===== src/rtl/aclink_pkg.sv =====
package aclink_pkg;

   typedef enum logic [2:0] {
      ST_NORMAL,
      ST_ENTER,
      ST_LOWPWR,
      ST_WARM,
      ST_COLD,
      ST_WAKE
   } seq_state_t;

   function automatic int ceil_cycles(input int clk_hz, input int width_ns);
      longint prod;
      prod = longint'(clk_hz) * longint'(width_ns);
      return int'((prod + 64'd999_999_999) / 64'd1_000_000_000);
   endfunction

endpackage


===== src/rtl/aclink_sync.sv =====
module aclink_sync #(
   parameter int W      = 2,
   parameter int STAGES = 2
) (
   input  logic         clk,
   input  logic         rst_n,
   input  logic [W-1:0] d,
   output logic [W-1:0] q
);
   localparam int SW = STAGES * W;

   if (STAGES < 2) begin : g_bad_stages
      $error("aclink_sync: STAGES must be at least 2");
   end

   logic [SW-1:0] chain;

   always_ff @(posedge clk) begin
      if (!rst_n) chain <= '0;
      else        chain <= {chain[SW-W-1:0], d};
   end

   assign q = chain[SW-1 -: W];
endmodule


===== src/rtl/aclink_slot_gate.sv =====
module aclink_slot_gate #(
   parameter int N_SLOTS = 3
) (
   input  logic               clk,
   input  logic               rst_n,
   input  logic [N_SLOTS-1:0] en_req,
   input  logic [N_SLOTS-1:0] busy,
   output logic [N_SLOTS-1:0] en
);
   for (genvar i = 0; i < N_SLOTS; i++) begin : g_slot
      always_ff @(posedge clk) begin
         if (!rst_n)        en[i] <= 1'b0;
         else if (en_req[i]) en[i] <= 1'b1;
         else if (!busy[i])  en[i] <= 1'b0;
      end


      slot_hold_chk: assert property (@(posedge clk) disable iff (!rst_n)
         (en[i] && busy[i]) |=> en[i])
         else $error("slot %0d enable dropped while busy", i);
   end
endmodule


===== src/rtl/aclink_seq_fsm.sv =====
module aclink_seq_fsm
   import aclink_pkg::*;
#(
   parameter int N_PATHS   = 4,
   parameter int WARM_CYC  = 130,
   parameter int COLD_CYC  = 100,
   parameter int QUIET_CYC = 8,
   parameter int EDGE_CNT  = 4,
   parameter int WAKE_TO   = 1000
) (
   input  logic               clk,
   input  logic               rst_n,
   input  logic               lp_req,
   input  logic               warm_req,
   input  logic               cold_req,
   input  logic [N_PATHS-1:0] tx_busy,
   input  logic [N_PATHS-1:0] rx_busy,
   input  logic               bclk_s,
   input  logic               sdin_s,
   output logic               link_sync,
   output logic               link_reset_n,
   output logic               low_power,
   output logic               req_err
);
   localparam int M1   = (WARM_CYC > COLD_CYC) ? WARM_CYC : COLD_CYC;
   localparam int M2   = (WAKE_TO > QUIET_CYC) ? WAKE_TO : QUIET_CYC;
   localparam int MAXC = (M1 > M2) ? M1 : M2;
   localparam int CW   = $clog2(MAXC + 1);
   localparam int EW   = $clog2(EDGE_CNT + 1);

   seq_state_t    state, nxt;
   logic [CW-1:0] cnt, cnt_nxt;
   logic [EW-1:0] edges, edges_nxt;
   logic          bclk_prev, toggle, quiet, err_nxt;

   assign toggle = bclk_s ^ bclk_prev;
   assign quiet  = ~|{tx_busy, rx_busy} && !bclk_s && !sdin_s;

   always_comb begin
      nxt       = state;
      cnt_nxt   = cnt + CW'(1);
      edges_nxt = edges;
      err_nxt   = 1'b0;
      case (state)
         ST_NORMAL: begin
            cnt_nxt = '0;
            if (warm_req || cold_req) err_nxt = 1'b1;
            else if (lp_req)          nxt     = ST_ENTER;
         end
         ST_ENTER: begin
            if (warm_req || cold_req) err_nxt = 1'b1;
            if (!quiet) cnt_nxt = '0;
            else if (cnt == CW'(QUIET_CYC - 1)) begin
               nxt     = ST_LOWPWR;
               cnt_nxt = '0;
            end
         end
         ST_LOWPWR: begin
            cnt_nxt   = '0;
            edges_nxt = '0;
            if (cold_req)      nxt = ST_COLD;
            else if (warm_req) nxt = ST_WARM;
         end
         ST_WARM: begin
            if (cnt == CW'(WARM_CYC - 1)) begin
               nxt       = ST_WAKE;
               cnt_nxt   = '0;
               edges_nxt = '0;
            end
         end
         ST_COLD: begin
            if (cnt == CW'(COLD_CYC - 1)) begin
               nxt       = ST_WAKE;
               cnt_nxt   = '0;
               edges_nxt = '0;
            end
         end
         ST_WAKE: begin
            if (toggle) edges_nxt = edges + EW'(1);
            if (toggle && edges == EW'(EDGE_CNT - 1)) begin
               nxt     = ST_NORMAL;
               cnt_nxt = '0;
            end else if (cnt == CW'(WAKE_TO - 1)) begin
               nxt     = ST_LOWPWR;
               cnt_nxt = '0;
               err_nxt = 1'b1;
            end
         end
         default: nxt = ST_NORMAL;
      endcase
   end

   always_ff @(posedge clk) begin
      if (!rst_n) begin
         state     <= ST_NORMAL;
         cnt       <= '0;
         edges     <= '0;
         bclk_prev <= 1'b0;
         req_err   <= 1'b0;
      end else begin
         state     <= nxt;
         cnt       <= cnt_nxt;
         edges     <= edges_nxt;
         bclk_prev <= bclk_s;
         req_err   <= err_nxt;
      end
   end

   assign link_sync    = (state == ST_WARM);
   assign link_reset_n = (state != ST_COLD);
   assign low_power    = (state == ST_LOWPWR) || (state == ST_WARM) ||
                         (state == ST_COLD)   || (state == ST_WAKE);

   // Run-length counters for the pulse-width checks.
   logic [CW:0] sync_run, rst_run;
   always_ff @(posedge clk) begin
      if (!rst_n) begin
         sync_run <= '0;
         rst_run  <= '0;
      end else begin
         sync_run <= link_sync     ? sync_run + (CW+1)'(1) : '0;
         rst_run  <= !link_reset_n ? rst_run  + (CW+1)'(1) : '0;
      end
   end


   lp_idle_chk: assert property (@(posedge clk) disable iff (!rst_n)
      $rose(low_power) |-> $past(~|{tx_busy, rx_busy}))
      else $error("low power entered with a busy path");


   lp_lines_low_chk: assert property (@(posedge clk) disable iff (!rst_n)
      $rose(low_power) |-> $past(!bclk_s && !sdin_s))
      else $error("low power entered with link lines active");


   warm_width_chk: assert property (@(posedge clk) disable iff (!rst_n)
      $fell(link_sync) |-> (sync_run == (CW+1)'(WARM_CYC)))
      else $error("warm sync pulse width wrong");


   cold_width_chk: assert property (@(posedge clk) disable iff (!rst_n)
      $rose(link_reset_n) |-> (rst_run == (CW+1)'(COLD_CYC)))
      else $error("cold reset pulse width wrong");


   warm_refused_chk: assert property (@(posedge clk) disable iff (!rst_n)
      (!low_power && warm_req) |=> (req_err && !link_sync))
      else $error("warm request outside low power not refused");


   cold_refused_chk: assert property (@(posedge clk) disable iff (!rst_n)
      (!low_power && cold_req) |=> (req_err && link_reset_n))
      else $error("cold request outside low power not refused");
endmodule


===== src/rtl/aclink_pwr_seq.sv =====
module aclink_pwr_seq
   import aclink_pkg::*;
#(
   parameter int CLK_HZ    = 100_000_000,
   parameter int WARM_NS   = 1300,
   parameter int COLD_NS   = 1000,
   parameter int N_PATHS   = 4,
   parameter int N_SLOTS   = 3,
   parameter int QUIET_CYC = 8,
   parameter int EDGE_CNT  = 4,
   parameter int WAKE_TO   = 1000,
   parameter int SYNC_STG  = 2
) (
   input  logic               clk,
   input  logic               rst_n,
   input  logic               lp_req,
   input  logic               warm_req,
   input  logic               cold_req,
   input  logic [N_PATHS-1:0] tx_busy,
   input  logic [N_PATHS-1:0] rx_busy,
   input  logic               bitclk_mon,
   input  logic               sdin_mon,
   input  logic [N_SLOTS-1:0] slot_en_req,
   input  logic [N_SLOTS-1:0] slot_busy,
   output logic [N_SLOTS-1:0] slot_en,
   output logic               link_sync,
   output logic               link_reset_n,
   output logic               low_power,
   output logic               req_err
);
   localparam int WARM_CYC = ceil_cycles(CLK_HZ, WARM_NS);
   localparam int COLD_CYC = ceil_cycles(CLK_HZ, COLD_NS);

   if (CLK_HZ < 1_000_000) begin : g_bad_clk
      $error("aclink_pwr_seq: CLK_HZ too low for the pulse timing");
   end
   if (QUIET_CYC < 1 || EDGE_CNT < 1 || WAKE_TO < 2) begin : g_bad_cnt
      $error("aclink_pwr_seq: QUIET_CYC, EDGE_CNT and WAKE_TO out of range");
   end
   if (N_PATHS < 1 || N_SLOTS < 1) begin : g_bad_width
      $error("aclink_pwr_seq: N_PATHS and N_SLOTS must be positive");
   end

   logic [1:0] lines_s;

   aclink_sync #(.W(2), .STAGES(SYNC_STG)) u_sync (
      .clk   (clk),
      .rst_n (rst_n),
      .d     ({bitclk_mon, sdin_mon}),
      .q     (lines_s)
   );

   aclink_seq_fsm #(
      .N_PATHS   (N_PATHS),
      .WARM_CYC  (WARM_CYC),
      .COLD_CYC  (COLD_CYC),
      .QUIET_CYC (QUIET_CYC),
      .EDGE_CNT  (EDGE_CNT),
      .WAKE_TO   (WAKE_TO)
   ) u_fsm (
      .clk          (clk),
      .rst_n        (rst_n),
      .lp_req       (lp_req),
      .warm_req     (warm_req),
      .cold_req     (cold_req),
      .tx_busy      (tx_busy),
      .rx_busy      (rx_busy),
      .bclk_s       (lines_s[1]),
      .sdin_s       (lines_s[0]),
      .link_sync    (link_sync),
      .link_reset_n (link_reset_n),
      .low_power    (low_power),
      .req_err      (req_err)
   );

   aclink_slot_gate #(.N_SLOTS(N_SLOTS)) u_slots (
      .clk    (clk),
      .rst_n  (rst_n),
      .en_req (slot_en_req),
      .busy   (slot_busy),
      .en     (slot_en)
   );


   cold_over_warm_chk: assert property (@(posedge clk) disable iff (!rst_n)
      !(link_sync && !link_reset_n))
      else $error("sync and reset driven together");
endmodule


===== config.mk =====
export PLATFORM = sky130hd
export DESIGN_NAME = aclink_pwr_seq
export DESIGN_NICKNAME = d
export VERILOG_FILES = /design/src/rtl/aclink_pkg.sv /design/src/rtl/aclink_sync.sv /design/src/rtl/aclink_slot_gate.sv /design/src/rtl/aclink_seq_fsm.sv /design/src/rtl/aclink_pwr_seq.sv
export SDC_FILE = /design/constraint.sdc
export NUM_CORES = 1
export LEC_CHECK = 0
export ABC_AREA = 1
export BUFFER_PORTS_ARGS = -buffer_cell sky130_fd_sc_hd__buf_2
export CAP_MARGIN = 15
export CORE_MARGIN = 8
export CORE_UTILIZATION = 56
export CTS_BUF_LIST = sky130_fd_sc_hd__clkbuf_4 sky130_fd_sc_hd__clkbuf_8
export CTS_CLUSTER_DIAMETER = 100
export DETAILED_ROUTE_END_ITERATION = 6
export PLACE_DENSITY_LB_ADDON = 0.25
export SLEW_MARGIN = 30
export SYNTH_ARGS = -nofsm -noshare
export SYNTH_HDL_FRONTEND = slang
export SYNTH_HIERARCHICAL = 1
export SYNTH_SLANG_ARGS = --single-unit
export TNS_END_PERCENT = 5

===== constraint.sdc =====
create_clock -name clk -period 1.9 [get_ports clk]
set_input_delay 0.38 -clock clk [delete_from_list [all_inputs] [get_ports clk]]
set_output_delay 0.38 -clock clk [all_outputs]
set_load 0.01 [all_outputs]

After elaboration in Yosys (flattened, before gate mapping) --
Index checks and enable logic that the tools add are counted.
Storage, ports and cells: logic and storage cells 84, bits of input ports 21, output and inout bits 7, register bits after elaboration 25
Cells by class: equal/unequal tests 23, multiplexer cells 32, reductions and logical operators 17, add/sub/neg operators 2, bitwise gates (word level) 1
Operators by type and width (number):
- 2-to-1 mux 10 bit | 6
- one-hot mux 10 bit (5 select lines) | 1
- 2-to-1 mux 3 bit | 13
- one-hot mux 3 bit (6 select lines) | 1
- one-hot mux 3 bit (4 select lines) | 1
- adder 10 x 1 -> 10 bit, second input constant | 1
- == test 10 bit, second input constant | 1
- == test 10 x 3 -> 1 bit, second input constant | 1
- == test 10 x 7 -> 1 bit, second input constant | 1
- == test 10 x 8 -> 1 bit, second input constant | 1
- != test 2 x 1 -> 1 bit, second input constant | 5
- != test 2 bit, second input constant | 5
- == test 3 x 2 -> 1 bit, second input constant | 3
- 2-to-1 mux 1 bit | 9
- AND reduction 8 bit | 1
- OR reduction 8 bit | 1
- == test 3 bit, second input constant | 2
- != test 3 bit, second input constant | 2
- logical OR 1 bit | 4
- AND reduction 4 bit | 1
- nonzero test 4 bit | 1
- OR reduction 2 bit | 2
- adder 3 x 1 -> 3 bit, second input constant | 1
- == test 3 x 1 -> 1 bit, second input constant | 1
- other kinds (6) | 10

Longest topological paths before layout --
Gate-level depths: netlist (run 1).
depth after elaboration 6, mapped depth 12, mapped depth without buffers 12

By module --
Netlist (run 1), hierarchy kept.
Modules (own cells, without submodules):
- aclink_seq_fsm | cells an instance 172, sequential area each 360.3 sq um, times used 1, area an instance 1201.2 sq um
- aclink_sync | cells an instance 14, sequential area each 80.1 sq um, times used 1, area an instance 125.1 sq um
- aclink_slot_gate | cells an instance 13, sequential area each 60.1 sq um, times used 1, area an instance 101.3 sq um

Least setup slack after synthesis (run 1) --
No wires, ideal clock.
path type register -> register, from register u_fsm.cnt[0], to register u_fsm.cnt[2], buffers on the path 0, library setup time 117 ps, clock period less this slack 1508 ps, setup slack 392 ps, arrival time 1392 ps, cell stages (with the launch flop) 11, path through dfxtp_1 -> ha_1 -> nand2_1 -> nor2_1 -> nand2_1 -> nor2_4 -> nor2_4 -> nor2_4 -> nand3_4 -> nand2_8 -> nor2_2
On the way: word-level cells in the longest chain between the ends 4, elaborated cells between the ends (all ways) 12
RTL lines:
- start: declaration | line aclink_seq_fsm.sv:32 | logic [CW-1:0] cnt, cnt_nxt;
- start signal: assignment | line aclink_seq_fsm.sv:102 | cnt <= cnt_nxt;
- adder 10 x 1 -> 10 bit (tied with other cells) | line aclink_seq_fsm.sv:41 | cnt_nxt = cnt + CW'(1);
- 2-to-1 mux 10 bit, on equally long branches | line aclink_seq_fsm.sv:83, aclink_seq_fsm.sv:53
- 2-to-1 mux 10 bit, on equally long branches | line aclink_seq_fsm.sv:80, aclink_seq_fsm.sv:52
- one-hot mux 10 bit (5 select lines) * | line aclink_seq_fsm.sv:44 | case (state)
Mark *: on every way between the ends. The rest lies on a longest branch, timed or not. A chain may end at the register's enable or synchronous reset.

Worst setup path in the final report (run 1) --
Ends and elaborated chain as after synthesis.

==> results.py, run 1 <==
metrics = {
    "logic_synthesis": {
        "synthCells": 199,
        "avgSynthCellArea_sq_um": 7.17,
        "synth_ff_type": "dfxtp_1",
        "synth_nets": 224,
        "ys_ff_latch": 25,
        "yosys.area.top_type_share_pct": 35.1,
        "yosysTopAreaCell": "dfxtp_1",
        "ys_warn_count": 6,
        "synth.area.top_cells": "dfxtp_1, nand2_1, inv_1",
        "yosysUniqueCellTypes": 25,
        "netlist_area_sq_um": 1430,
        "synth-async-reset-ratio_pct": 0,
        "synth_edf_count": 0,
        "synth_seq_area_share_pct": 35.1,
    },
    "detailed_routing": {
        "remaining_drc_errors": 0,
        "wirelength_microns": 2680,
        "dr.pass1.iters": 4,
        "vias_per_cell": 4.73,
        "drtIter0Drc": 52,
        "wl_per_cell_microns": 10.4,
        "vias": 1216,
        "ant_nets": 0,
    },
    "sta": {
        "fin_crit_sh_pct": 87.0,
        "fin_crit_ns": 1.65,
        "maxSlewHeadroom_pct": 78.6,
        "worst_pin_slew_ns": 0.319,
        "clock_skew_ns": 0.00277,
        "hold_viol_final": 0,
        "rsz0062_at_grt": "no",
        "finalSetupViolCount": 0,
        "final_max_slew_viol_count": 0,
        "max_freq_mhz": 605,
        "fin_tns_setup_ns": 0,
    },
    "critical_path": {
        "cp_data_arrival_time_ns": 1.89,
        "critPathMaxStageDelay_ns": 0.42,
        "critical_path.max_fanout": 9,
        "end_kind": "flip-flop",
        "critPathSlowestCell": "dfxtp_1",
        "required_ns": 2.13,
        "crit_type": "reg2reg",
        "path_common_cell": "nor2_4",
        "cp-start-kind": "flip-flop",
        "crit_chain": "ha_1 > nand2_1 > nor2_1 > nand2_1 > nor2_4 > nor2_4 > nor2_4 > nand3_4 > nand2_8 > nor2_2",
        "critPathBufInv": 0,
        "crit_family": "simple AND/OR/NAND/NOR gates",
    },
    "layout": {
        "fillers": 242,
        "multi_input_comb_area_sq_um": 774,
        "final_cell_mix": "nand2_1, inv_1, nor2_1",
        "diodes": 0,
        "mostFrequentLayoutCell": "nand2_1",
        "layout-drive-gt1-share_pct": 28.2,
        "design_area_sq_um": 1600,
        "nets": 253,
        "area_growth_pct": 12.2,
        "register_area_sq_um": 500,
        "fin_util_pct": 65.2,
    },
    "min_path": {
        "hold_path.class": "in2reg",
    },
    "clocking": {
        "cts_hold_buf": 0,
        "post_cts_resize_count": 0,
        "cts_tree": "built",
        "cts_setup_buffers": 0,
        "cts_root_buf": "clkbuf_4",
        "cts.htree.levels": 1,
        "cts_made_buffers": 3,
        "clock_latency_ns": 0.32,
        "cts_sinks": 25,
        "cts_buffer_depth": 2,
        "clk_pin_slew_ns": 0.14,
    },
    "grt": {
        "grt_pass1_wl_microns": 4570,
        "grt-ovfl-total": 0,
        "grt_max_degree": 16,
        "antenna_found_initial": 0,
        "first_global_vias": 1121,
        "grtUsageTotal_pct": 13.0,
    },
    "placement": {
        "gp_congestion": 0.901,
        "placed_area_sq_um": 1570,
        "io_buffers": 27,
        "hpwl_microns": 2160,
    },
    "die": {
        "num_rows": 18,
        "ios": 28,
        "core_region_area_sq_um": 2450,
        "die_x_microns": 66.5,
        "start_util_pct": 58.2,
        "dieArea_sq_um": 4420,
        "fp.dieH_microns": 66.5,
    },
    "power": {
        "p_per_area_nw_per_um2": 898,
        "max-vdd-ir-drop_uv": 551,
        "p_leak_nw": 0.765,
    },
    "flow_run": {
        "maxCapViolCount": 0,
    },
    "run_status": {
        "status": "completed",
    },
}
report_power, final:
group	internal, mW	switching [mW]	total [mW]
registers	0.583	0.0500	0.633
clock network	0.0806	0.167	0.247
logic	0.210	0.348	0.558
metrics by stage:
step                instances  hold slack, ns  power [mW]  worst slack (ns)
finish                    257           0.228        1.44             0.247
global route              257           0.202        1.56             0.136
CTS                       257           0.215        1.46             0.230
detailed placement        253           0.411        1.21             0.249
global placement          253           0.390        1.21             0.307
floorplan                 199           0.386        1.09             0.392
Yosys cell counts (2+ instances only):
cell type   n
nand2_1    38
inv_1      30
nor2_1     30
dfxtp_1    25
nand3_1    13
nor2_2     13
nand2_2     7
o21ai_0     6
xor2_1      6
a21oi_1     4
ha_1        4
inv_2       3
nor2_4      3
nor3_1      3
buf_4       2
nand3_2     2
nand3_4     2
area by class of cell:
| class | instances | share of cell area [%] |
|---|---|---|
| clock buffers | 3 | 1.41 |
| clock inverters | 1 | 0.469 |
| flip-flops and latches | 25 | 31.2 |
| inverters | 33 | 7.73 |
| well taps | 30 | 2.34 |
| multi-input cells | 138 | 48.4 |
| repair buffers | 27 | 8.44 |
state kept, by name (all words and copies together) (netlist names):
signal           flops
u_fsm/cnt           10
u_sync/chain         4
u_fsm/edges          3
u_fsm/state          3
u_slots/en           3
u_fsm/bclk_prev      1
u_fsm/req_err        1
logic make-up (layout without fill, tap and decap cells):
family	Yosys count	count (layout)	share of synthesized area, %
flops	25	25	35.1
xor+xnor	7	7	4.29
buf+inv	36	64	10.7
simple gates	116	116	42.3
fa+ha+maj	4	4	3.51
compound gates	11	11	4.12
path summary, 6_finish.rpt:
path	from	endpoint	slack, ns	cells past startpoint
worst min-delay path	sdin_mon	u_sync/chain[0]	0.23	3
worst max register to register	u_fsm/cnt[0]	u_fsm/cnt[2]	0.25	10
worst max-delay path	u_fsm/cnt[0]	u_fsm/cnt[2]	0.25	10
worst min register to register	u_sync/chain[0]	u_sync/chain[2]	0.43	2
worst register-to-register path: cells and delay by family, from the launching register on:
kind | cells | cell delay, ns
adder cells (fa/ha/maj) | 1 | 0.26
AND/OR/NAND/NOR | 9 | 0.87
flip-flops | 1 | 0.42
per-layer routing:
layer  vias to the layer above  wire [microns]  GRT usage [%]  share of wire (%)
met4                         0              40           5.60                1.5
met2                        28            1310           22.1                 49
li1                        666               -              -                  -
met1                       517            1150           14.5                 43
met3                         5             182           4.19                6.8
met5                         -               0              0                  0
Note: power is estimated with default switching activity, not from simulation.
==> run 2: changes to the inputs <==
- BUFFER_PORTS_ARGS: -buffer_cell sky130_fd_sc_hd__buf_2 -> -buffer_cell sky130_fd_sc_hd__buf_4
==> run 2 against run 1 <==
Flip-flop and latch count is the same. Worst hold slack gained 0.013 ns. Non-clock buffer count is the same. Routed wire length grew 12%. Critical path depth is the same. Count of clock-buffer cells in the layout grew 1. Critical endpoint is now u_fsm/cnt[8]. Combinational power grew 7.5%. Sequential share of layout area shrank 1.3 points.
==> results.py, run 2 (same netlist as run 1, synthesis figures left out) <==
metrics = {
    "clocking": {
        "clock_latency_ns": 0.31,
        "cts_hold_buf": 0,
        "cts.htree.levels": 1,
        "cts_setup_buffers": 0,
        "cts_root_buf": "clkbuf_4",
        "cts_sinks": 25,
        "cts_buffer_depth": 2,
        "clk_pin_slew_ns": 0.13,
        "cts_tree": "built",
        "cts_made_buffers": 3,
    },
    "power": {
        "p_clk_share_pct": 16.7,
        "p_leak_nw": 0.787,
        "max-vdd-ir-drop_uv": 506,
        "switching_share_pct": 38.2,
        "p_switching_mw": 0.567,
        "comb_power_share_pct": 40.4,
        "pwr-share-seq_pct": 42.9,
        "p_per_area_nw_per_um2": 889,
        "p_total_mw": 1.49,
        "p_int_mw": 0.919,
    },
    "layout": {
        "design_area_sq_um": 1670,
        "reg.largest.list": "u_fsm/cnt (10), u_sync/chain (4)",
        "final_cell_mix": "nand2_1, inv_1, nor2_1",
        "fin_util_pct": 68.1,
        "instances_no_fill": 257,
        "mostFrequentLayoutCell": "nand2_1",
        "layout-drive-gt1-share_pct": 28.6,
        "diodes": 0,
        "largest_reg_flops": 10,
        "regMostFlops": "u_fsm/cnt",
        "nets": 253,
        "area_growth_pct": 17.1,
    },
    "sta": {
        "worst_pin_slew_ns": 0.342,
        "worst_slack_ns": 0.166,
        "final_max_slew_viol_count": 0,
        "maxSlewHeadroom_pct": 77.1,
        "fin_tns_setup_ns": 0,
        "rsz0062_at_grt": "no",
        "fin_crit_ns": 1.73,
        "holdWs_ns": 0.241,
        "max_freq_mhz": 577,
        "finalSetupViolCount": 0,
        "clock_skew_ns": 0.00285,
        "hold_viol_final": 0,
        "fin_crit_sh_pct": 91.3,
    },
    "die": {
        "ios": 28,
        "start_util_pct": 58.2,
        "dieArea_sq_um": 4420,
        "fp.dieH_microns": 66.5,
        "core_region_area_sq_um": 2450,
        "num_rows": 18,
        "die_x_microns": 66.5,
    },
    "detailed_routing": {
        "wirelength_microns": 3020,
        "drtIter0Drc": 95,
        "vias": 1288,
        "wl_per_cell_microns": 11.7,
        "remaining_drc_errors": 0,
        "ant_nets": 0,
        "dr.pass1.iters": 4,
        "vias_per_cell": 5.01,
    },
    "run_status": {
        "status": "completed",
    },
    "critical_path": {
        "critical_path.max_fanout": 9,
        "critPathSlowestCell": "dfxtp_1",
        "crit_type": "reg2reg",
        "path_common_cell": "nor2_4",
        "critPathBufInv": 0,
        "crit_chain": "ha_2 > nand2_1 > nor2_1 > nand2_1 > nor2_4 > nor2_4 > nor2_4 > nand3_4 > nand2_8 > nor2_2",
        "cp-start-kind": "flip-flop",
        "cp_data_arrival_time_ns": 1.95,
        "end_kind": "flip-flop",
        "required_ns": 2.12,
        "critPathMaxStageDelay_ns": 0.42,
        "crit_family": "simple AND/OR/NAND/NOR gates",
    },
    "grt": {
        "first_global_vias": 1258,
        "grtUsageTotal_pct": 14.8,
        "grt_pass1_wl_microns": 5220,
        "grt-ovfl-total": 0,
        "antenna_found_initial": 0,
        "grt_max_degree": 14,
    },
    "min_path": {
        "hold_path.class": "in2reg",
    },
    "placement": {
        "place_ws_ns": 0.222,
        "dp.cells": 253,
        "io_buffers": 27,
        "placed_area_sq_um": 1640,
        "hpwl_microns": 2410,
        "gp_congestion": 0.867,
    },
    "flow_run": {
        "maxCapViolCount": 0,
    },
}
run 2: cell count changes in the layout (fill, tap and decap cells not counted), sizes merged:
| cell | before | now |
|---|---|---|
| clkinvlp | 1 | 0 |
| clkbuf | 3 | 4 |
run 2: repair_timing:
item,4_1_cts,5_1_grt
endpoints found under the hold margin,0,0
gates resized for setup,0,1
setup endpoints to repair,0,13
run 2: path summary, 6_finish.rpt:
kind | startpoint | cells after the start | endpoint | slack, ns
worst max-delay path | u_fsm/cnt[0] | 10 | u_fsm/cnt[8] | 0.17
worst min-delay path | sdin_mon | 3 | u_sync/chain[0] | 0.24
worst max register to register | u_fsm/cnt[0] | 10 | u_fsm/cnt[8] | 0.17
worst min register to register | u_sync/chain[0] | 2 | u_sync/chain[2] | 0.42
run 2: power groups by stage:
stage / logic, mW / clock network (mW) / registers [mW]
final: 0.600 / 0.249 / 0.637
after global routing: 0.682 / 0.280 / 0.645
after CTS: 0.603 / 0.259 / 0.636
after detailed placement: 0.601 / 0 / 0.648
after global placement: 0.591 / 0 / 0.645
after floorplan: 0.447 / 0 / 0.643
run 2: layer usage:
metal	GRT usage, %	wire [microns]	up-vias
li1	-	-	663
met1	16.3	1220	585
met2	25.7	1590	38
met3	4.19	189	2
met4	6.40	15	0
met5	0	0	-
run 2: layout make-up:
class | instances | area, sq um
fill | 217 | 783
timing repair buffer | 27 | 203
multi-input combinational | 138 | 777
tap | 30 | 37.5
inverter | 33 | 124
sequential | 25 | 500
clock buffer | 4 | 30.0
run 2: worst register-to-register path, stage by stage, from the launching register on:
cell and delay (ns):
dfxtp_1 0.42, ha_2 0.26, nand2_1 0.10, nor2_1 0.13, nand2_1 0.11, nor2_4 0.13, nor2_4 0.05, nor2_4 0.15
nand3_4 0.12, nand2_8 0.13, nor2_2 0.04
